==> config.mk <==
export PLATFORM = sky130hd
export DESIGN_NAME = gain_ctl_if
export DESIGN_NICKNAME = d
export VERILOG_FILES = /design/src/rtl/gain_ctl_if.sv
export SDC_FILE = /design/constraint.sdc
export NUM_CORES = 1
export LEC_CHECK = 0
export BUFFER_PORTS_ARGS = -buffer_cell sky130_fd_sc_hd__buf_2
export CAP_MARGIN = 30
export CORE_UTILIZATION = 55
export DETAILED_ROUTE_END_ITERATION = 8
export GPL_TIMING_DRIVEN = 0
export PLACE_DENSITY = 0.81
export SETUP_SLACK_MARGIN = 0.2
export SLEW_MARGIN = 30
export SYNTH_ARGS = -nofsm -noshare
export SYNTH_HDL_FRONTEND = slang
export SYNTH_SLANG_ARGS = --single-unit
==> constraint.sdc <==
create_clock -name clk -period 3.46 [get_ports clk]
set_clock_uncertainty 0.2 [all_clocks]
set_input_delay 0.519 -clock clk [delete_from_list [all_inputs] [get_ports clk]]
set_output_delay 0.519 -clock clk [all_outputs]
set_load 0.01 [all_outputs]
==> src/rtl/gain_ctl_if.sv <==
module gain_ctl_if #(
  parameter int WORD_W   = 8,
  parameter int GAIN_MAX = 59
) (
  input  logic              clk,
  input  logic              rst_n,
  input  logic              sclk,
  input  logic              sdin,
  input  logic              ld_en,
  input  logic              tx_en,
  input  logic              pwr_up,
  output logic [WORD_W-1:0] gain_code,
  output logic [WORD_W-1:0] atten_db,
  output logic              st_active,
  output logic              st_txoff,
  output logic              st_sleep,
  output logic              out_hiz
);
  localparam logic [4:0]        SYNC_INIT = 5'b10000;
  localparam logic [WORD_W-1:0] TOP_CODE  = WORD_W'(GAIN_MAX);

  logic [4:0]        s1, s2;
  logic              sclk_d, ld_d, master;
  logic [WORD_W-1:0] shreg;

  wire [4:0] raw    = {pwr_up, tx_en, ld_en, sdin, sclk};
  wire sclk_s       = s2[0];
  wire sdin_s       = s2[1];
  wire ld_s         = s2[2];
  wire tx_s         = s2[3];
  wire pwr_s        = s2[4];
  wire sclk_rise    = sclk_s & ~sclk_d;
  wire sclk_fall    = ~sclk_s & sclk_d;
  wire ld_rise      = ld_s & ~ld_d;
  wire [WORD_W-1:0] clamped = (shreg > TOP_CODE) ? TOP_CODE : shreg;

  always_ff @(posedge clk or negedge rst_n) begin
    if (!rst_n) begin
      s1     <= SYNC_INIT;
      s2     <= SYNC_INIT;
      sclk_d <= 1'b0;
      ld_d   <= 1'b0;
    end else begin
      s1     <= raw;
      s2     <= s1;
      sclk_d <= sclk_s;
      ld_d   <= ld_s;
    end
  end

  always_ff @(posedge clk or negedge rst_n) begin
    if (!rst_n) begin
      master <= 1'b0;
      shreg  <= '0;
    end else if (!ld_s) begin
      if (sclk_rise) master <= sdin_s;
      if (sclk_fall) shreg  <= {shreg[WORD_W-2:0], master};
    end
  end

  always_ff @(posedge clk or negedge rst_n) begin
    if (!rst_n)       gain_code <= '0;
    else if (ld_rise) gain_code <= clamped;
  end

  assign atten_db = TOP_CODE - gain_code;

  always_ff @(posedge clk or negedge rst_n) begin
    if (!rst_n) begin
      st_sleep  <= 1'b0;
      st_txoff  <= 1'b1;
      st_active <= 1'b0;
    end else begin
      st_sleep  <= ~pwr_s;
      st_txoff  <= pwr_s & ~tx_s;
      st_active <= pwr_s & tx_s;
    end
  end

  assign out_hiz = st_sleep;
endmodule

# Yosys cells after proc, flatten, opt, wreduce, memory -nomap -nowiden
# Cells that the tools add are included.
# totals
word_cells	26
ff_bits	32
out_inout_bits	20
input_bits	7
# classes
add_sub_neg	1
order_cmp	1
bitwise	11
reduce_logical	2
n_mux	1
# ops
operator	count
8-bit by 6-bit > comparator with 1-bit output (second input constant)	1
8-bit 2-to-1 mux	1
6-bit by 8-bit subtractor with 8-bit output (first input constant)	1
1-bit inverter	6
1-bit AND	5
2-bit AND reduction	2

# Longest topological paths before layout
# Gate-level depths: netlist of run 1.
# depth
ltp_word	3
depth_mapped	3

# Worst setup path before layout of run 1
# OpenSTA, ideal clock, no wires.
# synth_path
kind	register to output
start	register gain_code[2]
end	output port atten_db[6]
required_time_ps	2741
path_buffers	0
path_stages_with_launch	4
setup_slack_ps	1760
arrival_time_ps	981
path_cell_list	dfrtp_1 > ha_1 > nand3_1 > xnor2_1
# synth_via
elab_chain_cells	1
# synth_rtl
element	line_no	text
start, declared	12	output logic [WORD_W-1:0] gain_code,
start signal, assigned	63	else if (ld_rise) gain_code <= clamped;
6-bit by 8-bit subtractor with 8-bit output	66	assign atten_db = TOP_CODE - gain_code;
end, declared	13	output logic [WORD_W-1:0] atten_db,
# No other way between the ends.

# Worst setup path in the final report of run 1
# Same ends and word-level chain as after synthesis.

==> impl_metrics.yaml, run 1 <==
detailed_routing:
  drt-total-wl_um: 1750
  vias: 703
  viasPerCell: 5.17
  drt-pass1-iter-count: 4
  ant_nets: 0
  wl_per_cell_um: 12.9
  drcViolationCount: 0
  drt-initial-drc-count: 1
logic_synthesis:
  synthSimpleGateAreaFrac_pct: 10.3
  syn_avg_cell_area_um2: 15.5
  synth_top_family_by_area: "simple AND/OR/NAND/NOR gates"
  yosys-top-cells-area: "dfrtp_1 62%, mux2_2 8.7%, dfstp_2 6.8%"
  yosysTopAreaCell: "dfrtp_1"
  synthesis.area_um2: 1170
  yosysWarnings: 0
  async_reset_ff_share_pct: 100
  ys_seq_elements: 32
  synth-compound-area-share_pct: 5.36
  synth_top_cell_area_share_pct: 62.2
  synth-edff-count: 0
  synth_seq_area_share_pct: 69.0
  synth_cell_types: 22
  synthXorXnorAreaFrac_pct: 3.00
  synthFlopType: "dfrtp_1"
  synth_cells: 75
  synth_fa_ha_area_share_pct: 1.07
  synthesis.nets: 83
  synth_mux_area_share_pct: 8.69
power_and_ir_drop:
  powerDensity_nw_per_um2: 736
  ir_drop_v: 0.000432
  p_leak_nw: 0.672
worst_setup_path:
  worstPathArrival_ns: 1.35
  cp.depth: 4
  path_delay_family: "flip-flops"
  crit_slowest_cell: "dfrtp_1"
  cpPeakStageDelay_ns: 0.44
  start_kind: "flop"
  critPathCaptureType: "primary output"
  rr_startpoint: "s2[2]$_DFF_PN0_"
  critPathBufInv: 1
  crit_fanout: 6
  rr_worst_depth: 2
  required_ns: 2.74
  startpoint: "gain_code[2]$_DFFE_PN0P_"
  crit_type: "flop to primary output"
  cp_cell_sequence: "ha_1 -> nand3_1 -> xnor2_1 -> buf_2"
cells_and_area:
  final_common_cell: "dfrtp_1"
  fillers: 127
  final_cell_count_no_fill: 136
  final_cell_mix: "29 x dfrtp_1, 26 x buf_2, 9 x mux2_2"
  drive_gt1_share_pct: 44.0
  seq_area_um2: 805
  layout.nets: 116
  diodes: 0
  fin_area_um2: 1390
  syn_to_final_growth_pct: 19.1
  multi_input_area_um2: 332
global_route:
  track_usage_pct: 19.1
  grt_overflow: 0
  grt_max_degree: 33
  grt_pass1_wl_um: 2760
  grt_pass1_vias: 638
  antenna_found_initial: 0
clock_network:
  ctsLongestPathBuffers: 2
  numCtsBuffers: 5
  cts_tree: "yes"
  ctsHoldBuffers: 0
  cts_resized: 0
  clockRootBuffer: "clkbuf_4"
  cts_setup_buffers: 0
  cts-htree-levels: 2
  clk_pin_slew_ns: 0.09
  cts.sinks: 32
  clk_latency_ns: 0.32
placement:
  dp_hpwl_um: 1270
  gp_congestion: 0.688
  port_buffers: 26
  post_dp_cell_area_um2: 1330
  dpl.cell_count: 128
  dp_slack_ns: 1.73
timing:
  min_period_ns: 2.07
  clock.fmax_mhz: 484
  tightest_slew_ns: 0.661
  rsz0062_at_grt: "false"
  period_share_pct: 59.8
  hold-worst-slack_ns: 0.0207
  tns_ns: 0
  setup_viol: 0
  fin_ws_ns: 1.39
  hold_viol_final: 0
  max-slew-margin-rel_pct: 55.9
  drv_slew: 0
hold_path:
  hp-class: "input pin to async pin"
status:
  status: "finished clean"
die:
  die_w_um: 48.0
  coreArea_um2: 1980
  dieArea_um2: 2310
  rows: 16
  die_y_um: 48.0
  io_pins: 27
  initial_core_util_pct: 58.8
run:
  drv_cap: 0
per-layer routing:
metal  GRT usage, %  wire length [µm]  vias up
met5              0                 0        -
met3           11.3                99        2
met2           31.6               909       22
met4           6.67                 8        0
li1               -                 -      330
met1           20.1               736      349
sequential cells by signal, summed over array words and instances (netlist names):
name       flops
ld_d           1
master         1
st_active      1
s2             5
sclk_d         1
out_hiz        1
gain_code      8
s1             5
shreg          8
st_txoff       1
path summary, 6_finish.rpt:
kind / to / slack (ns)
setup / recovery: atten_db[6] / 1.39
hold reg to reg: s2[3]$_DFF_PN0_ / 0.15
min in group clk: s1[4]$_DFF_PN1_ / 0.10
max in group asynchronous: s1[0]$_DFF_PN0_ / 2.61
setup reg to reg: shreg[7]$_DFFE_PN0P_ / 1.84
hold / removal: gain_code[0]$_DFFE_PN0P_ / 0.02
cells in the mapped netlist, types with 2 or more instances:
| master | number |
|---|---|
| nand3_1 | 2 |
| nor2_1 | 2 |
| and2_1 | 3 |
| xnor2_1 | 3 |
| dfrtp_1 | 29 |
| o22a_1 | 3 |
| dfstp_2 | 3 |
| nor3b_1 | 3 |
| mux2_2 | 9 |
| buf_4 | 2 |
| inv_1 | 4 |
| a32oi_1 | 2 |
worst reg2reg max path, delay by kind of cell, from the launching register on:
kind             cells  cell delay, ns
DFF                  1            0.48
muxes                1            0.39
and+or+nand+nor      1            0.44
metrics by stage:
step | power [mW] | utilization, %
floorplan | 0.698 | -
global placement | 0.809 | 67.1
detailed placement | 0.825 | 67.1
CTS | 1.04 | 70.1
global route | 1.10 | 70.1
finish | 1.02 | 70.1
cell type report:
class,instances,area share (%)
Buffer,2,1.08
Clock buffer,8,4.23
Inverter,4,1.08
Multi-Input combinational cell,37,23.9
Sequential cell,32,57.9
Tap cell,27,2.43
Timing Repair Buffer,26,9.37
report_power, final:
group | switching [mW] | internal, mW
Combinational | 0.129 | 0.148
Clock | 0.110 | 0.100
Sequential | 0.0798 | 0.456
cell families (layout without fill, tap and decap cells):
family	after synthesis	after routing
flip-flops	32	32
AND/OR/NAND/NOR	16	16
multiplexers	9	9
AO/OA/AOI/OAI	7	7
buffers and inverters	6	40
XOR/XNOR	4	4
adder cells (fa/ha/maj)	1	1
Power figures use the tool's default switching activity.
==> run 2: changes to the inputs <==
- ABC_AREA: unset -> 1
- CORE_UTILIZATION: 55 -> 46
- PLACE_DENSITY: 0.81 -> 0.72
- clock period: 3.46 -> 1.7 ns (I/O delays scaled with it)
==> run 2 against run 1 <==
The run now ends with negative setup slack left; utilization fell by 8.7 points; die area rose by 24%; register-to-register slack got worse by 1.4 ns; clock-buffer cell count fell by 1; total power rose by 82%; final cell count rose by 39%; clock power rose by 86%; critical path depth rose by 2; global-route usage fell by 1.6 points; flip-flop and latch count did not move; synthesized cell count rose by 53%; non-clock buffer count rose by 11; largest power group unchanged; highest routed layer unchanged.
==> impl_metrics.yaml, run 2 <==
status:
  status: "finished with violations"
  violations: "negative setup slack"
timing:
  hold-worst-slack_ns: 0.158
  min_period_ns: 1.73
  setup_viol: 3
  rsz0062_at_grt: "true"
  fin_ws_ns: -0.0300
  clock.fmax_mhz: 578
  tightest_slew_ns: 0.673
  max-slew-margin-rel_pct: 55.2
  period_share_pct: 102
  hold_viol_final: 0
  drv_slew: 0
cells_and_area:
  diodes: 0
  final_cell_mix: "29 x dfrtp_1, 26 x buf_2, 20 x nand2_1"
  top_regs: "gain_code (8), shreg (8)"
  final_common_cell: "dfrtp_1"
  syn_to_final_growth_pct: 25.8
  layout.nets: 166
  drive_gt1_share_pct: 34.0
worst_setup_path:
  cp_cell_sequence: "buf_4 -> nand4_1 -> nand2_1 -> nand2_1 -> nand2_1 -> buf_2"
  required_ns: 1.24
  worstPathArrival_ns: 1.28
  rr_startpoint: "s2[0]$_DFF_PN0_"
  startpoint: "gain_code[3]$_DFFE_PN0P_"
  r2r_end: "shreg[6]$_DFFE_PN0P_"
  crit_fanout: 4
  crit_type: "flop to primary output"
  start_kind: "flop"
  crit_slowest_cell: "dfrtp_1"
  cpPeakStageDelay_ns: 0.39
  rr_worst_depth: 5
  critPathCaptureType: "primary output"
  rrSetupSlack_ns: 0.44
  path_common_cell: "nand2_1"
die:
  io_pins: 27
  initial_core_util_pct: 48.8
  dieArea_um2: 2860
  coreArea_um2: 2500
  rows: 18
  die_y_um: 53.5
  die_w_um: 53.5
hold_path:
  holdPathEnd: "s2[2]$_DFF_PN0_"
  hp-class: "flop to flop"
  min_path_cells: 0
  min_from: "s1[2]$_DFF_PN0_"
logic_synthesis:
  synthesis.area_um2: 1220
  synthFlopType: "dfrtp_1"
  synth_seq_area_share_pct: 65.9
  async_reset_ff_share_pct: 100
  synth_common_cells: "29 x dfrtp_1, 20 x nand2_1, 17 x inv_1"
  post-synth-top-count-cell: "dfrtp_1"
  synth_cell_types: 21
  synthesis.nets: 123
  yosys-top-cells-area: "dfrtp_1 59%, dfstp_2 6.5%, nand2_1 6.2%"
  synth_cells: 115
  yosysTopAreaCell: "dfrtp_1"
  synth-edff-count: 0
  ys_seq_elements: 32
  syn_avg_cell_area_um2: 10.6
  synth_top_cell_area_share_pct: 59.5
  yosysWarnings: 0
clock_network:
  ctsLongestPathBuffers: 2
  cts-htree-levels: 2
  clk_pin_slew_ns: 0.10
  cts_tree: "yes"
  clockRootBuffer: "clkbuf_4"
  numCtsBuffers: 5
  clk_latency_ns: 0.33
  cts.sinks: 32
power_and_ir_drop:
  p_leak_nw: 0.816
  p_sw_mw: 0.591
  sw_frac_of_total_pct: 31.8
  p_int_mw: 1.27
  power_frac_seq_pct: 52.0
  combPwrFrac_pct: 26.9
  p_clk_share_pct: 21.1
  ir_drop_v: 0.000700
  power_mw: 1.86
  powerDensity_nw_per_um2: 1210
placement:
  port_buffers: 26
  gp_congestion: 0.746
  dp_slack_ns: 0.218
  dp_hpwl_um: 1360
global_route:
  antenna_found_initial: 0
  grt_pass1_vias: 794
  grt_pass1_wl_um: 3310
  grt_overflow: 0
  grt_max_degree: 33
  track_usage_pct: 17.5
detailed_routing:
  vias: 881
  drt-total-wl_um: 1920
  drcViolationCount: 0
  viasPerCell: 4.66
  drt-pass1-iter-count: 3
  ant_nets: 0
  drt-initial-drc-count: 6
  wl_per_cell_um: 10.2
run:
  drv_cap: 0
-- run 2: cell types whose count changed in the layout (fill, tap and decap cells not counted), moves of 3 or more --
cell           change
nor2_1            +13
o22a_1             -3
buf_4              +4
o21ai_2            +5
inv_1             +13
nand2_1           +20
and2_1             -3
nand3_1            +3
a21oi_1            +5
mux2_2             -9
dlygate4sd3_1      +6
nor3b_1            -3
-- run 2: how the worst max path moves through the flow --
stage | slack (ns) | cells after the start | end
2_1_floorplan | 0.25 | 3 | atten_db[6]
3_5_place_dp | 0.22 | 4 | atten_db[6]
3_3_place_gp | 0.24 | 4 | atten_db[6]
5_1_grt | -0.14 | 4 | atten_db[6]
6_report | -0.03 | 6 | atten_db[7]
4_1_cts | -0.04 | 6 | atten_db[7]
-- run 2: what timing repair did --
action / CTS / global route
endpoints found under the setup margin: 6 / 7
setup buffers: 4 / 0
hold buffers: 6 / 0
endpoints found under the hold margin: 34 / 0
resized for setup: 1 / 1
pin swaps: 1 / 2
-- run 2: metal layers --
metal  share of wire (%)  routed length, µm  vias up  track usage (%)
met4                 2.5                 48        0             11.8
met3                 5.2                 99        7             6.90
met5                   0                  0        -                0
met1                  42                801      411             18.3
li1                    -                  -      434                -
met2                  51                971       29             28.5
-- run 2: cell type report --
class | instances | area [µm²]
tap | 30 | 37.5
buffer | 3 | 26.3
multi-input combinational | 62 | 329
sequential | 32 | 805
timing repair buffer | 36 | 220
clock buffer | 7 | 45.0
inverter | 18 | 67.6
clock inverter | 1 | 5.00
fill | 208 | 965
-- run 2: power groups by stage --
| stage | combinational [mW] | sequential [mW] | clock, mW |
|---|---|---|---|
| after floorplan | 0.255 | 0.992 | 0 |
| after global placement | 0.430 | 0.979 | 0 |
| after detailed placement | 0.445 | 0.988 | 0 |
| after CTS | 0.507 | 0.962 | 0.410 |
| after global routing | 0.580 | 0.982 | 0.447 |
| final | 0.501 | 0.967 | 0.392 |
-- run 2: logic make-up after synthesis --
family / share of synthesized area (%)
simple gates: 16.1
flops: 65.9
compound gates: 7.79
xor+xnor: 1.44
fa+ha+maj: 1.03
buf+inv: 7.69
-- run 2: critical path, delay by kind of cell (launching register included) --
family                 cells  cell delay [ns]
buffers and inverters      2             0.28
AND/OR/NAND/NOR            4             0.28
flip-flops                 1             0.39
-- run 2: through the flow --
step	cell area [µm²]	util (%)	instances	TNS, ns
after global routing	1540	61.4	189	-0.487
after global placement	1390	55.5	171	0
after CTS	1530	61.2	189	-0.0947
after floorplan	1220	-	115	0
after detailed placement	1390	55.5	171	0
final	1540	61.4	189	-0.0671
==> run 3: changes to the inputs <==
- CORE_UTILIZATION: 46 -> 51
- HOLD_SLACK_MARGIN: unset -> 0.08
- MAX_ROUTING_LAYER: unset -> met4
- PLACE_DENSITY: 0.72 -> 0.76
- clock period: 1.7 -> 1.9 ns (I/O delays scaled with it)
==> run 3 against run 2 <==
Via count down 0.45%; total power fell by 5.9%; sequential share of layout area fell by 0.77 points; worst hold slack lost 0.0035 ns; the run now ends clean; flip-flop and latch count unchanged; clock power shrank 2%; combinational power down 3%; cell area up 2.0%; utilization rose by 8.7 points; wire length rose by 3.2%; critical path type unchanged.
==> impl_metrics.yaml, run 3 (synthesis results as in run 2) <==
worst_setup_path:
  cpPeakStageDelay_ns: 0.45
  crit_slowest_cell: "dfrtp_2"
  crit_fanout: 4
  r2r_end: "shreg[6]$_DFFE_PN0P_"
  critPathCaptureType: "primary output"
  start_kind: "flop"
  crit_end: "atten_db[6]"
  startpoint: "gain_code[3]$_DFFE_PN0P_"
  crit_type: "flop to primary output"
  rr_worst_depth: 5
  rr_startpoint: "s2[0]$_DFF_PN0_"
  worstPathArrival_ns: 1.28
  rrSetupSlack_ns: 0.66
  required_ns: 1.41
  cp_cell_sequence: "ha_4 -> nand3_2 -> xor2_1 -> buf_2"
die:
  dieArea_um2: 2590
  coreArea_um2: 2230
  rows: 17
  io_pins: 27
  initial_core_util_pct: 54.6
  die_w_um: 50.9
  die_y_um: 50.9
placement:
  gp_congestion: 0.768
  dp_hpwl_um: 1400
  port_buffers: 26
global_route:
  grt_pass1_wl_um: 3280
  track_usage_pct: 18.5
  grt_overflow: 0
  grt_max_degree: 33
  grt_pass1_vias: 828
  antenna_found_initial: 0
detailed_routing:
  drt-total-wl_um: 1980
  viasPerCell: 4.69
  wl_per_cell_um: 10.6
  drcViolationCount: 0
  drt-pass1-iter-count: 4
  ant_nets: 0
  drt-initial-drc-count: 10
  vias: 877
clock_network:
  cts-htree-levels: 2
  numCtsBuffers: 5
  clk_pin_slew_ns: 0.09
  ctsLongestPathBuffers: 2
  cts_tree: "yes"
  cts.sinks: 32
  clk_latency_ns: 0.32
  clockRootBuffer: "clkbuf_4"
timing:
  rsz0062_at_grt: "true"
  hold-worst-slack_ns: 0.154
  hold_viol_final: 0
  min_period_ns: 1.77
  max-slew-margin-rel_pct: 56.2
  period_share_pct: 93.2
  tightest_slew_ns: 0.656
  drv_slew: 0
  clock.fmax_mhz: 565
  setup_viol: 0
  tns_ns: 0
power_and_ir_drop:
  power_frac_seq_pct: 50.2
  powerDensity_nw_per_um2: 1120
  p_leak_nw: 0.819
  combPwrFrac_pct: 27.8
  ir_drop_v: 0.000771
  sw_frac_of_total_pct: 31.1
  power_mw: 1.75
  p_sw_mw: 0.545
  p_int_mw: 1.20
  p_clk_share_pct: 22.0
hold_path:
  hp-class: "flop to flop"
status:
  status: "finished clean"
cells_and_area:
  final_cell_mix: "26 x dfrtp_1, 25 x buf_2, 20 x nand2_1"
  top_regs: "gain_code (8), shreg (8)"
  diodes: 0
  layout.nets: 166
  fillers: 169
  drive_gt1_share_pct: 36.5
  syn_to_final_growth_pct: 28.3
  final_common_cell: "dfrtp_1"
run:
  drv_cap: 0
[run 3: power by group through the flow]
stage	clock network [mW]	logic, mW	registers [mW]
after floorplan	0	0.228	0.888
after global placement	0	0.385	0.875
after detailed placement	0	0.405	0.883
after CTS	0.400	0.486	0.872
after global routing	0.422	0.546	0.890
final	0.385	0.486	0.878
[run 3: how the worst min path moves through the flow]
stage | from | to | slack, ns | cells after the start
floorplan | rst_n | gain_code[0]$_DFFE_PN0P_ | -0.21 | 0
global placement | s1[2]$_DFF_PN0_ | s2[2]$_DFF_PN0_ | 0.13 | 0
detailed placement | s1[2]$_DFF_PN0_ | s2[2]$_DFF_PN0_ | 0.13 | 0
CTS | s1[2]$_DFF_PN0_ | s2[2]$_DFF_PN0_ | 0.16 | 0
global route | s1[4]$_DFF_PN1_ | s2[4]$_DFF_PN1_ | 0.16 | 0
finish | s1[2]$_DFF_PN0_ | s2[2]$_DFF_PN0_ | 0.15 | 0
[run 3: timing repair]
action	4_1_cts	5_1_grt
gates cloned	0	0
endpoints found under the setup margin	4	6
pin swaps	2	0
setup buffers	4	0
hold buffers	6	0
resized for setup	6	3
hold endpoints to repair	34	0
[run 3: final cells by class]
class	instances	area, µm²	area share (%)
clock buffer	8	58.8	3.76
tap	28	35.0	2.24
inverter	18	67.6	4.32
sequential	32	808	51.6
buffer	3	26.3	1.68
multi-input combinational	62	339	21.7
timing repair buffer	36	230	14.7
[run 3: layer usage]
metal | share of wire, % | GRT usage, % | vias up | wire (µm)
li1 | - | - | 439 | -
met1 | 41 | 19.5 | 406 | 821
met2 | 52 | 30.3 | 28 | 1030
met3 | 5.3 | 7.44 | 4 | 106
met4 | 1.5 | 8.80 | 0 | 29
met5 | 0 | - | - | 0
[run 3: critical path: cells and delay by family (launching register included)]
kind          cells  cell delay [ns]
simple gates      1             0.07
buf+inv           1             0.14
flops             1             0.45
fa+ha+maj         1             0.18
xor+xnor          1             0.13
[run 3: stage by stage]
step | setup WS (ns) | std cells | area, µm² | utilization, %
2_1_floorplan | 0.424 | 115 | 1220 | -
3_3_place_gp | 0.414 | 169 | 1390 | 62.0
3_5_place_dp | 0.384 | 169 | 1390 | 62.0
4_1_cts | 0.106 | 187 | 1560 | 69.8
5_1_grt | 0.0328 | 187 | 1570 | 70.1
6_report | 0.130 | 187 | 1570 | 70.1
